$ cat src/rtl/scan_pkg.sv
// Package for the digit scanner.
// Holds the slot-length and strobe-position arithmetic shared by the timer
// and its checks. Assumes the first slot of a pass is the stretched one.
package scan_pkg;

    // Last counter value of a slot (slot length minus one).
    function automatic int slot_last(input bit first_slot, input int len, input int extra);
        return first_slot ? (len + extra - 1) : (len - 1);
    endfunction

    // Counter value inside a slot at which the strobe enable is raised.
    function automatic int strobe_point(input bit first_slot, input int at, input int extra);
        return first_slot ? (at + extra) : at;
    endfunction

endpackage

$ cat src/rtl/scan_timer.sv
// Slot timer for the digit scanner.
// Counts clocks inside each digit slot, steps the slot index from the most
// significant digit down, limits strobes to the first pass, and holds the
// out-of-range blanking flag. It exposes its next-state values so the
// output registers load on the same edge as the timer. Assumes conv_done
// and ref_phase_start are synchronous single-cycle pulses.
module scan_timer
    import scan_pkg::*;
#(
    parameter int N_DIGITS    = 5,
    parameter int SLOT_LEN    = 200,
    parameter int FIRST_EXTRA = 1,
    parameter int STROBE_AT   = 100,
    localparam int CNT_W      = $clog2(SLOT_LEN + FIRST_EXTRA + 1),
    localparam int IDX_W      = (N_DIGITS > 1) ? $clog2(N_DIGITS) : 1
) (
    input  logic             clk,
    input  logic             rst_n,
    input  logic             conv_done,
    input  logic             ref_phase_start,
    input  logic             over_range,
    output logic             nxt_active,
    output logic [IDX_W-1:0] nxt_idx,
    output logic             nxt_blank,
    output logic             nxt_or,
    output logic             strb_en,
    output logic             or_flag
);
    localparam logic [IDX_W-1:0] LAST_IDX = IDX_W'(N_DIGITS - 1);
    localparam logic [CNT_W-1:0] LIM_FIRST = CNT_W'(slot_last(1'b1, SLOT_LEN, FIRST_EXTRA));
    localparam logic [CNT_W-1:0] LIM_REST  = CNT_W'(slot_last(1'b0, SLOT_LEN, FIRST_EXTRA));
    localparam logic [CNT_W-1:0] PT_FIRST  = CNT_W'(strobe_point(1'b1, STROBE_AT, FIRST_EXTRA));
    localparam logic [CNT_W-1:0] PT_REST   = CNT_W'(strobe_point(1'b0, STROBE_AT, FIRST_EXTRA));

    logic             act_q, first_q, blank_q, or_q, strb_q;
    logic [IDX_W-1:0] idx_q;
    logic [CNT_W-1:0] cnt_q;
    logic             act_n, first_n, blank_n, or_n, strb_n;
    logic [IDX_W-1:0] idx_n;
    logic [CNT_W-1:0] cnt_n;
    logic [CNT_W-1:0] lim;

    // Slot length limit for the current slot.
    assign lim = (idx_q == '0) ? LIM_FIRST : LIM_REST;

    // Next-state logic: restart, slot stepping, blanking and strobe slot.
    always_comb begin
        act_n   = act_q;
        idx_n   = idx_q;
        cnt_n   = cnt_q;
        first_n = first_q;
        blank_n = blank_q;
        or_n    = or_q;
        if (conv_done) begin
            act_n   = 1'b1;
            idx_n   = '0;
            cnt_n   = '0;
            first_n = 1'b1;
            blank_n = 1'b0;
            or_n    = over_range;
        end else begin
            if (act_q) begin
                if (cnt_q == lim) begin
                    cnt_n = '0;
                    if (idx_q == LAST_IDX) begin
                        idx_n   = '0;
                        first_n = 1'b0;
                    end else begin
                        idx_n = idx_q + 1'b1;
                    end
                end else begin
                    cnt_n = cnt_q + 1'b1;
                end
            end
            if (ref_phase_start) begin
                blank_n = 1'b0;
            end else if (strb_q && idx_q == LAST_IDX && or_q) begin
                blank_n = 1'b1;
            end
        end
        strb_n = act_n && first_n &&
                 (cnt_n == ((idx_n == '0) ? PT_FIRST : PT_REST));
    end

    // State registers with synchronous active-low reset.
    always_ff @(posedge clk) begin
        if (!rst_n) begin
            act_q   <= 1'b0;
            idx_q   <= '0;
            cnt_q   <= '0;
            first_q <= 1'b0;
            blank_q <= 1'b0;
            or_q    <= 1'b0;
            strb_q  <= 1'b0;
        end else begin
            act_q   <= act_n;
            idx_q   <= idx_n;
            cnt_q   <= cnt_n;
            first_q <= first_n;
            blank_q <= blank_n;
            or_q    <= or_n;
            strb_q  <= strb_n;
        end
    end

    assign nxt_active = act_n;
    assign nxt_idx    = idx_n;
    assign nxt_blank  = blank_n;
    assign nxt_or     = or_n;
    assign strb_en    = strb_q;
    assign or_flag    = or_q;

    // blanking is only ever raised for an out-of-range result.
    a_r8_blank_needs_or: assert property (@(posedge clk) disable iff (!rst_n)
        blank_q |-> or_q);

    // the strobe enable lasts exactly one clock cycle.
    a_r4_strobe_single: assert property (@(posedge clk) disable iff (!rst_n)
        strb_q |=> !strb_q);

endmodule

$ cat src/rtl/digit_mux.sv
// Output stage of the digit scanner.
// Registers the one-hot digit selects and the BCD bus from the timer's
// next-state values, so both change on the same edge. Select bit k carries
// nibble k of digits_in. Assumes digits_in is held stable by its owner.
module digit_mux #(
    parameter int N_DIGITS = 5,
    localparam int IDX_W   = (N_DIGITS > 1) ? $clog2(N_DIGITS) : 1,
    localparam int BUS_W   = 4 * N_DIGITS
) (
    input  logic                clk,
    input  logic                rst_n,
    input  logic                nxt_active,
    input  logic [IDX_W-1:0]    nxt_idx,
    input  logic                nxt_blank,
    input  logic                nxt_or,
    input  logic [BUS_W-1:0]    digits_in,
    output logic [N_DIGITS-1:0] digit_drv,
    output logic [3:0]          bcd_out
);
    logic [N_DIGITS-1:0] sel;
    logic [3:0]          bcd_d;

    // Select decode: slot index 0 maps to the top select line.
    for (genvar g = 0; g < N_DIGITS; g++) begin : g_sel
        assign sel[g] = nxt_active && !nxt_blank &&
                        (nxt_idx == IDX_W'(N_DIGITS - 1 - g));
    end

    // AND-OR bus mux, forced to zero for an out-of-range result.
    always_comb begin
        bcd_d = '0;
        for (int i = 0; i < N_DIGITS; i++) begin
            if (sel[i]) bcd_d = bcd_d | digits_in[4*i +: 4];
        end
        if (nxt_or) bcd_d = '0;
    end

    // Output registers for selects and data.
    always_ff @(posedge clk) begin
        if (!rst_n) begin
            digit_drv <= '0;
            bcd_out   <= '0;
        end else begin
            digit_drv <= sel;
            bcd_out   <= bcd_d;
        end
    end

    // a dark display never carries data on the bus.
    a_r6_dark_bus: assert property (@(posedge clk) disable iff (!rst_n)
        (digit_drv == '0) |-> (bcd_out == '0));

endmodule

$ cat src/rtl/strobe_gen.sv
// Half-clock strobe former.
// Drives the active-low strobe during the low phase of the clock in the
// cycle where the registered enable is high. Assumes the enable changes
// only on rising edges, so the output cannot glitch in the low phase.
module strobe_gen (
    input  logic clk,
    input  logic strb_en,
    output logic strobe_n
);
    // Gate the enable with the low clock phase.
    assign strobe_n = ~(strb_en & ~clk);
endmodule

$ cat src/rtl/bcd_digit_scanner.sv
// Top of the multiplexed BCD digit scanner.
// Scans latched digits onto a shared 4-bit bus with one-hot selects, the
// first slot stretched by FIRST_EXTRA clocks. It issues one half-clock
// strobe per slot on the first pass after each result, and blanks the
// display after the last strobe of an out-of-range result until the next
// reference phase starts. Assumes the inputs are synchronous to clk.
module bcd_digit_scanner #(
    parameter int N_DIGITS    = 5,
    parameter int SLOT_LEN    = 200,
    parameter int FIRST_EXTRA = 1,
    parameter int STROBE_AT   = 100
) (
    input  logic                    clk,
    input  logic                    rst_n,
    input  logic                    conv_done,
    input  logic                    ref_phase_start,
    input  logic                    over_range,
    input  logic [4*N_DIGITS-1:0]   digits_in,
    output logic [N_DIGITS-1:0]     digit_drv,
    output logic [3:0]              bcd_out,
    output logic                    strobe_n
);
    localparam int IDX_W = (N_DIGITS > 1) ? $clog2(N_DIGITS) : 1;
    localparam int RUN_W = 16;
    localparam logic [N_DIGITS-1:0] TOP_SEL = N_DIGITS'(1) << (N_DIGITS - 1);

    logic             nxt_active, nxt_blank, nxt_or, strb_en, or_flag;
    logic [IDX_W-1:0] nxt_idx;

    scan_timer #(
        .N_DIGITS(N_DIGITS), .SLOT_LEN(SLOT_LEN),
        .FIRST_EXTRA(FIRST_EXTRA), .STROBE_AT(STROBE_AT)
    ) u_timer (
        .clk(clk), .rst_n(rst_n), .conv_done(conv_done),
        .ref_phase_start(ref_phase_start), .over_range(over_range),
        .nxt_active(nxt_active), .nxt_idx(nxt_idx), .nxt_blank(nxt_blank),
        .nxt_or(nxt_or), .strb_en(strb_en), .or_flag(or_flag)
    );

    digit_mux #(.N_DIGITS(N_DIGITS)) u_mux (
        .clk(clk), .rst_n(rst_n), .nxt_active(nxt_active), .nxt_idx(nxt_idx),
        .nxt_blank(nxt_blank), .nxt_or(nxt_or), .digits_in(digits_in),
        .digit_drv(digit_drv), .bcd_out(bcd_out)
    );

    strobe_gen u_strobe (.clk(clk), .strb_en(strb_en), .strobe_n(strobe_n));

    // Slot-width observer: length of each run of an unchanged select value.
    logic [N_DIGITS-1:0] drv_prev;
    logic [RUN_W-1:0]    run_len;
    logic                run_ok, done_q;

    // Track the previous select value and the length of the current run.
    always_ff @(posedge clk) begin
        if (!rst_n) begin
            drv_prev <= '0;
            run_len  <= '0;
            run_ok   <= 1'b0;
            done_q   <= 1'b0;
        end else begin
            drv_prev <= digit_drv;
            done_q   <= conv_done;
            if (done_q || digit_drv != drv_prev) begin
                run_len <= RUN_W'(1);
                run_ok  <= done_q || (drv_prev != '0);
            end else if (run_len != '1) begin
                run_len <= run_len + 1'b1;
            end
        end
    end

    // at most one digit is selected at any time.
    a_r2_onehot: assert property (@(posedge clk) disable iff (!rst_n)
        $onehot0(digit_drv));

    // the top-digit slot runs SLOT_LEN+FIRST_EXTRA clocks.
    a_r3_first_slot_len: assert property (@(posedge clk) disable iff (!rst_n)
        (run_ok && !done_q && drv_prev == TOP_SEL && digit_drv == (TOP_SEL >> 1))
        |-> (run_len == RUN_W'(SLOT_LEN + FIRST_EXTRA)));

    // every other slot runs SLOT_LEN clocks.
    a_r3_other_slot_len: assert property (@(posedge clk) disable iff (!rst_n)
        (run_ok && !done_q && drv_prev != '0 && drv_prev != TOP_SEL &&
         digit_drv != '0 && digit_drv != drv_prev)
        |-> (run_len == RUN_W'(SLOT_LEN)));

    // a strobe slot always falls while a digit is displayed.
    a_r4_strobe_lit: assert property (@(posedge clk) disable iff (!rst_n)
        strb_en |-> (digit_drv != '0));

    // an out-of-range result keeps the bus at zero.
    a_r7_or_bus_zero: assert property (@(posedge clk) disable iff (!rst_n)
        or_flag |-> (bcd_out == 4'h0));

endmodule

$ cat config.mk
export PLATFORM = sky130hd
export DESIGN_NAME = bcd_digit_scanner
export DESIGN_NICKNAME = d
export VERILOG_FILES = /design/src/rtl/scan_pkg.sv /design/src/rtl/scan_timer.sv /design/src/rtl/digit_mux.sv /design/src/rtl/strobe_gen.sv /design/src/rtl/bcd_digit_scanner.sv
export SDC_FILE = /design/constraint.sdc
export NUM_CORES = 1
export LEC_CHECK = 0
export BUFFER_PORTS_ARGS = -buffer_cell sky130_fd_sc_hd__buf_2
export CORE_MARGIN = 2
export CORE_UTILIZATION = 28
export DETAILED_ROUTE_END_ITERATION = 10
export PLACE_DENSITY = 0.47
export SYNTH_ARGS = -nofsm -noshare
export SYNTH_HDL_FRONTEND = slang
export SYNTH_SLANG_ARGS = --single-unit
$ cat constraint.sdc
create_clock -name clk -period 3.22 [get_ports clk]
set_input_delay 0.322 -clock clk [delete_from_list [all_inputs] [get_ports clk]]
set_output_delay 0.322 -clock clk [all_outputs]
set_load 0.02 [all_outputs]
==> flow_summary.html <==
<table>
<tr><th>Metric</th><th>Value</th></tr>
<tr><th colspan="2">STA</th></tr>
<tr><td>Highest clock frequency the design can meet</td><td>~350 MHz</td></tr>
<tr><td>RSZ-0062 raised after global routing</td><td>false</td></tr>
<tr><td>Fin Setup TNS</td><td>0 ns</td></tr>
<tr><td>Hold Violations, Final</td><td>0</td></tr>
<tr><td>Worst-Margin Slew</td><td>between 0.6 and 0.7 ns</td></tr>
<tr><td>Final-report setup violation count</td><td>0</td></tr>
<tr><td>Pins over their slew limit</td><td>0</td></tr>
<tr><td>Worst setup margin</td><td>0.3619 ns</td></tr>
<tr><td>Largest clock skew in the final design</td><td>about 0.0011 ns</td></tr>
<tr><td>Shortest period the worst path allows</td><td>2.858 ns</td></tr>
<tr><td>Tcrit/Tclk final</td><td>88.76%</td></tr>
<tr><td>Headroom to the max-slew limit</td><td>58.07%</td></tr>
<tr><th colspan="2">Global route</th></tr>
<tr><td>Total global routing track utilization</td><td>14.78%</td></tr>
<tr><td>Met3 Track Usage GR</td><td>approximately 2.9%</td></tr>
<tr><td>First-pass GRT wire length</td><td>6893 um</td></tr>
<tr><td>Number of global-route vias before repair</td><td>about 1400</td></tr>
<tr><td>Initial antenna violation count</td><td>0</td></tr>
<tr><td>Met2 demand-to-capacity share in global routing</td><td>between 20% and 30%</td></tr>
<tr><td>Layer with the highest usage after global routing</td><td>met2</td></tr>
<tr><td>Pin count of the biggest net entering global routing</td><td>17</td></tr>
<tr><td>Remaining global-route overflow</td><td>0</td></tr>
<tr><td>GR Util met1</td><td>between 10% and 20%</td></tr>
<tr><th colspan="2">Synthesis</th></tr>
<tr><td>Synth area leader</td><td>dfxtp_1</td></tr>
<tr><td>Count of synthesis-stage warnings from yosys</td><td>0</td></tr>
<tr><td>Most common flop cell mapped by yosys</td><td>dfxtp_1</td></tr>
<tr><td>Top cell type's share of synthesized area</td><td>32.65%</td></tr>
<tr><td>Cell with the most instances after synthesis</td><td>dfxtp_1</td></tr>
<tr><td>Most numerous cell types in the synthesized netlist</td><td>dfxtp_1 (25), nor2_1 (18), nand2_1 (13)</td></tr>
<tr><td>Post-Syn Area per Cell</td><td>8.376 sq um</td></tr>
<tr><td>Post-Synthesis Net Count</td><td>around 210</td></tr>
<tr><td>Async SR Flop Fraction</td><td>0%</td></tr>
<tr><td>Post-synth EDFFs</td><td>0</td></tr>
<tr><td>Sequential element share of the synthesized area</td><td>32.65%</td></tr>
<tr><td>Largest cells by area after synthesis</td><td>dfxtp_1 (33%), nor2_1 (4.4%), a31oi_1 (4.1%)</td></tr>
<tr><td>Combined area of all synthesized cells</td><td>0.001533 sq mm</td></tr>
<tr><td>Distinct cell type count after synthesis</td><td>between 40 and 50</td></tr>
<tr><td>Cell count after synthesis</td><td>183</td></tr>
<tr><td>Post-synthesis register bit count</td><td>25</td></tr>
<tr><th colspan="2">Detailed routing</th></tr>
<tr><td>Number of iterations in the first detailed-routing pass</td><td>4</td></tr>
<tr><td>DR DRC count</td><td>0</td></tr>
<tr><td>Number of violations reported at the end of detailed-routing iteration 0</td><td>60</td></tr>
<tr><td>Final routed wire length divided by cell count</td><td>between 10 and 15 um</td></tr>
<tr><td>Via count normalized by instance count</td><td>5.049</td></tr>
<tr><td>Post-route antenna net violation count</td><td>0</td></tr>
<tr><td>Wirelength, routed</td><td>slightly above 4000 um</td></tr>
<tr><td>Total via count after detailed routing</td><td>~1500</td></tr>
<tr><th colspan="2">Placed design</th></tr>
<tr><td>Number of placed cells counting well taps</td><td>between 200 and 300</td></tr>
<tr><td>Number of port buffers</td><td>34</td></tr>
<tr><td>Post-placement setup slack</td><td>between 0.3 and 0.4 ns</td></tr>
<tr><td>HPWL Detailed</td><td>approximately 3000 um</td></tr>
<tr><td>Weighted congestion reported at the end of routability-driven placement</td><td>between 0.7 and 0.8</td></tr>
<tr><th colspan="2">Cells and area</th></tr>
<tr><td>Share of layout cells above drive strength 1</td><td>between 20% and 30%</td></tr>
<tr><td>Seq. cell area</td><td>500.5 sq um</td></tr>
<tr><td>Number of diodes added for antenna fixing</td><td>0</td></tr>
<tr><td>Nets</td><td>247</td></tr>
<tr><td>Non-filler instance count after layout</td><td>288</td></tr>
<tr><td>Number of fill cells in the layout</td><td>~570</td></tr>
<tr><td>Multi-input gate area</td><td>around 960 sq um</td></tr>
<tr><td>Area added between synthesis and finish</td><td>19.67%</td></tr>
<tr><th colspan="2">Critical path</th></tr>
<tr><td>CP Launch Type</td><td>flop</td></tr>
<tr><td>Critical path fanouts, max</td><td>10</td></tr>
<tr><td>Number of buffer and inverter instances along the worst setup path</td><td>2</td></tr>
<tr><td>Cell breakdown of the critical path</td><td>inv_1, ha_1, or4b_4, a211oi_4, and2_1, buf_4, a31oi_1, a31o_1, a31oi_1</td></tr>
<tr><td>Register-to-Register Path Depth</td><td>9</td></tr>
<tr><td>Critical path's largest stage delay</td><td>0.51 ns</td></tr>
<tr><td>Most prevalent standard cell on the critical path</td><td>a31oi_1</td></tr>
<tr><td>Required time of the worst setup path</td><td>approximately 3.5 ns</td></tr>
<tr><td>Cell with the largest stage delay on the worst path</td><td>or4b_4</td></tr>
<tr><td>Arrival @ worst endpoint</td><td>3.18 ns</td></tr>
<tr><td>Category of the critical setup timing path</td><td>flop to flop</td></tr>
<tr><td>Critical path's top delay family</td><td>compound AO/OA/AOI/OAI gates</td></tr>
<tr><td>Number of gates on the worst path with buffers counted</td><td>9</td></tr>
<tr><td>Endpoint class of the critical path</td><td>flop</td></tr>
<tr><th colspan="2">Clocking</th></tr>
<tr><td>Number of setup buffers added after CTS</td><td>0</td></tr>
<tr><td>Hold bufs inserted after CTS</td><td>0</td></tr>
<tr><td>Clock Latency Late Sink</td><td>0.39 ns</td></tr>
<tr><td>Clock transition at the registers of the reported paths</td><td>~0.09 ns</td></tr>
<tr><td>CTS tree</td><td>yes</td></tr>
<tr><td>CTS resizes</td><td>0</td></tr>
<tr><th colspan="2">Floorplan</th></tr>
<tr><td>Die area</td><td>0.006082 sq mm</td></tr>
<tr><td>Initial Util</td><td>just under 30%</td></tr>
<tr><td>Die height</td><td>77.99 um</td></tr>
<tr><td>I/O pins</td><td>35</td></tr>
<tr><td>Row Count</td><td>26</td></tr>
<tr><td>Die Span X</td><td>a little under 80 um</td></tr>
<tr><td>Std-Cell Core Area</td><td>0.005205 sq mm</td></tr>
<tr><th colspan="2">Pwr</th></tr>
<tr><td>Areal power density over the cells</td><td>369.8 mW/mm^2</td></tr>
<tr><td>Static power due to leakage</td><td>0.7230 nW</td></tr>
<tr><td>Worst VDD drop</td><td>0.0001890 V</td></tr>
<tr><th colspan="2">Worst hold path</th></tr>
<tr><td>HP Class</td><td>input pin to flop</td></tr>
<tr><td>Number of stages on the worst hold path</td><td>2</td></tr>
<tr><th colspan="2">Flow run</th></tr>
<tr><td>Max cap viols</td><td>0</td></tr>
<tr><th colspan="2">Status</th></tr>
<tr><td>Outcome</td><td>complete, no violations</td></tr>
</table>
per-stage QoR:
step                instance area (sq um)  util (%)  total power, mW  hold WS [ns]
floorplan                            1533         -           0.3656        0.3948
global placement                     1748     33.58           0.3969        0.4450
detailed placement                   1748     33.58           0.3960        0.4462
CTS                                  1834     35.24           0.6898        0.1407
global route                         1834     35.24           0.7109        0.1509
finish                               1834     35.24           0.6784        0.1490
per-layer routing:
metal | share of wire [%] | wire [um] | vias to the layer above
met1 | 50 | 2023 | 658
met3 | 3.9 | 157 | 5
li1 | - | - | 744
met2 | 45 | 1824 | 47
met4 | 1.7 | 68 | 0
met5 | 0 | 0 | -
final timing paths:
check	slack (ns)	from	end
worst max-delay path	0.36	u_timer.idx_q[0]	u_mux.bcd_out[1]
worst min-delay path	0.15	ref_phase_start	u_timer.blank_q
worst max register to register	0.36	u_timer.idx_q[0]	u_mux.bcd_out[1]
worst min register to register	0.46	u_timer.blank_q	u_timer.blank_q
layout by cell type, fill, tap and decap left out, types with 3 or more instances in the layout:
cell	n
ha_1	3
a31o_1	4
inv_1	4
nand2_1	13
a22oi_1	5
nand3_1	10
xnor2_1	4
dfxtp_1	25
a21oi_1	10
buf_2	34
nand4_1	7
nor2_1	18
nor3_1	4
and2_1	4
clkbuf_8	6
xor2_1	5
o21a_1	3
o211ai_1	3
a31oi_1	10
nor2b_1	5
nand2b_1	9
power by group:
part	internal [mW]	switching (mW)	leakage (nW)	total, mW
Combinational	0.0294	0.0340	0.472	0.0634
Sequential	0.316	0.00606	0.203	0.322
Clock	0.171	0.122	0.0474	0.293
state kept, by name (all words and copies together), names as in the netlist:
| name | cells |
|---|---|
| u_timer.or_flag | 1 |
| u_timer.first_q | 1 |
| u_timer.act_q | 1 |
| u_timer.strb_en | 1 |
| u_timer.cnt_q | 8 |
| u_mux.bcd_out | 4 |
| u_mux.digit_drv | 5 |
| u_timer.idx_q | 3 |
| u_timer.blank_q | 1 |
logic make-up (layout without fill, tap and decap cells):
family	after synthesis	count (layout)	synth area share (%)
mux	4	4	2.939
xor+xnor	9	9	5.142
buf+inv	12	47	4.735
simple gates	84	84	30.21
fa+ha+maj	3	3	2.449
flops	25	25	32.65
compound gates	46	46	21.88
worst reg2reg max path, cell delays in order (launching register included):
cell and delay, ns:
dfxtp_1 0.38, inv_1 0.13, ha_1 0.32, or4b_4 0.52, a211oi_4 0.46, and2_1 0.34, buf_4 0.22, a31oi_1 0.12
a31o_1 0.20, a31oi_1 0.12
area by class of cell:
cell class	count	share of cell area, %
Tap cell	70	4.775
Clock buffer	8	4.980
Sequential cell	25	27.29
Multi-Input combinational cell	146	52.32
Timing Repair Buffer	35	9.823
Inverter	4	0.8186
Note: power is estimated with default switching activity, not from simulation.
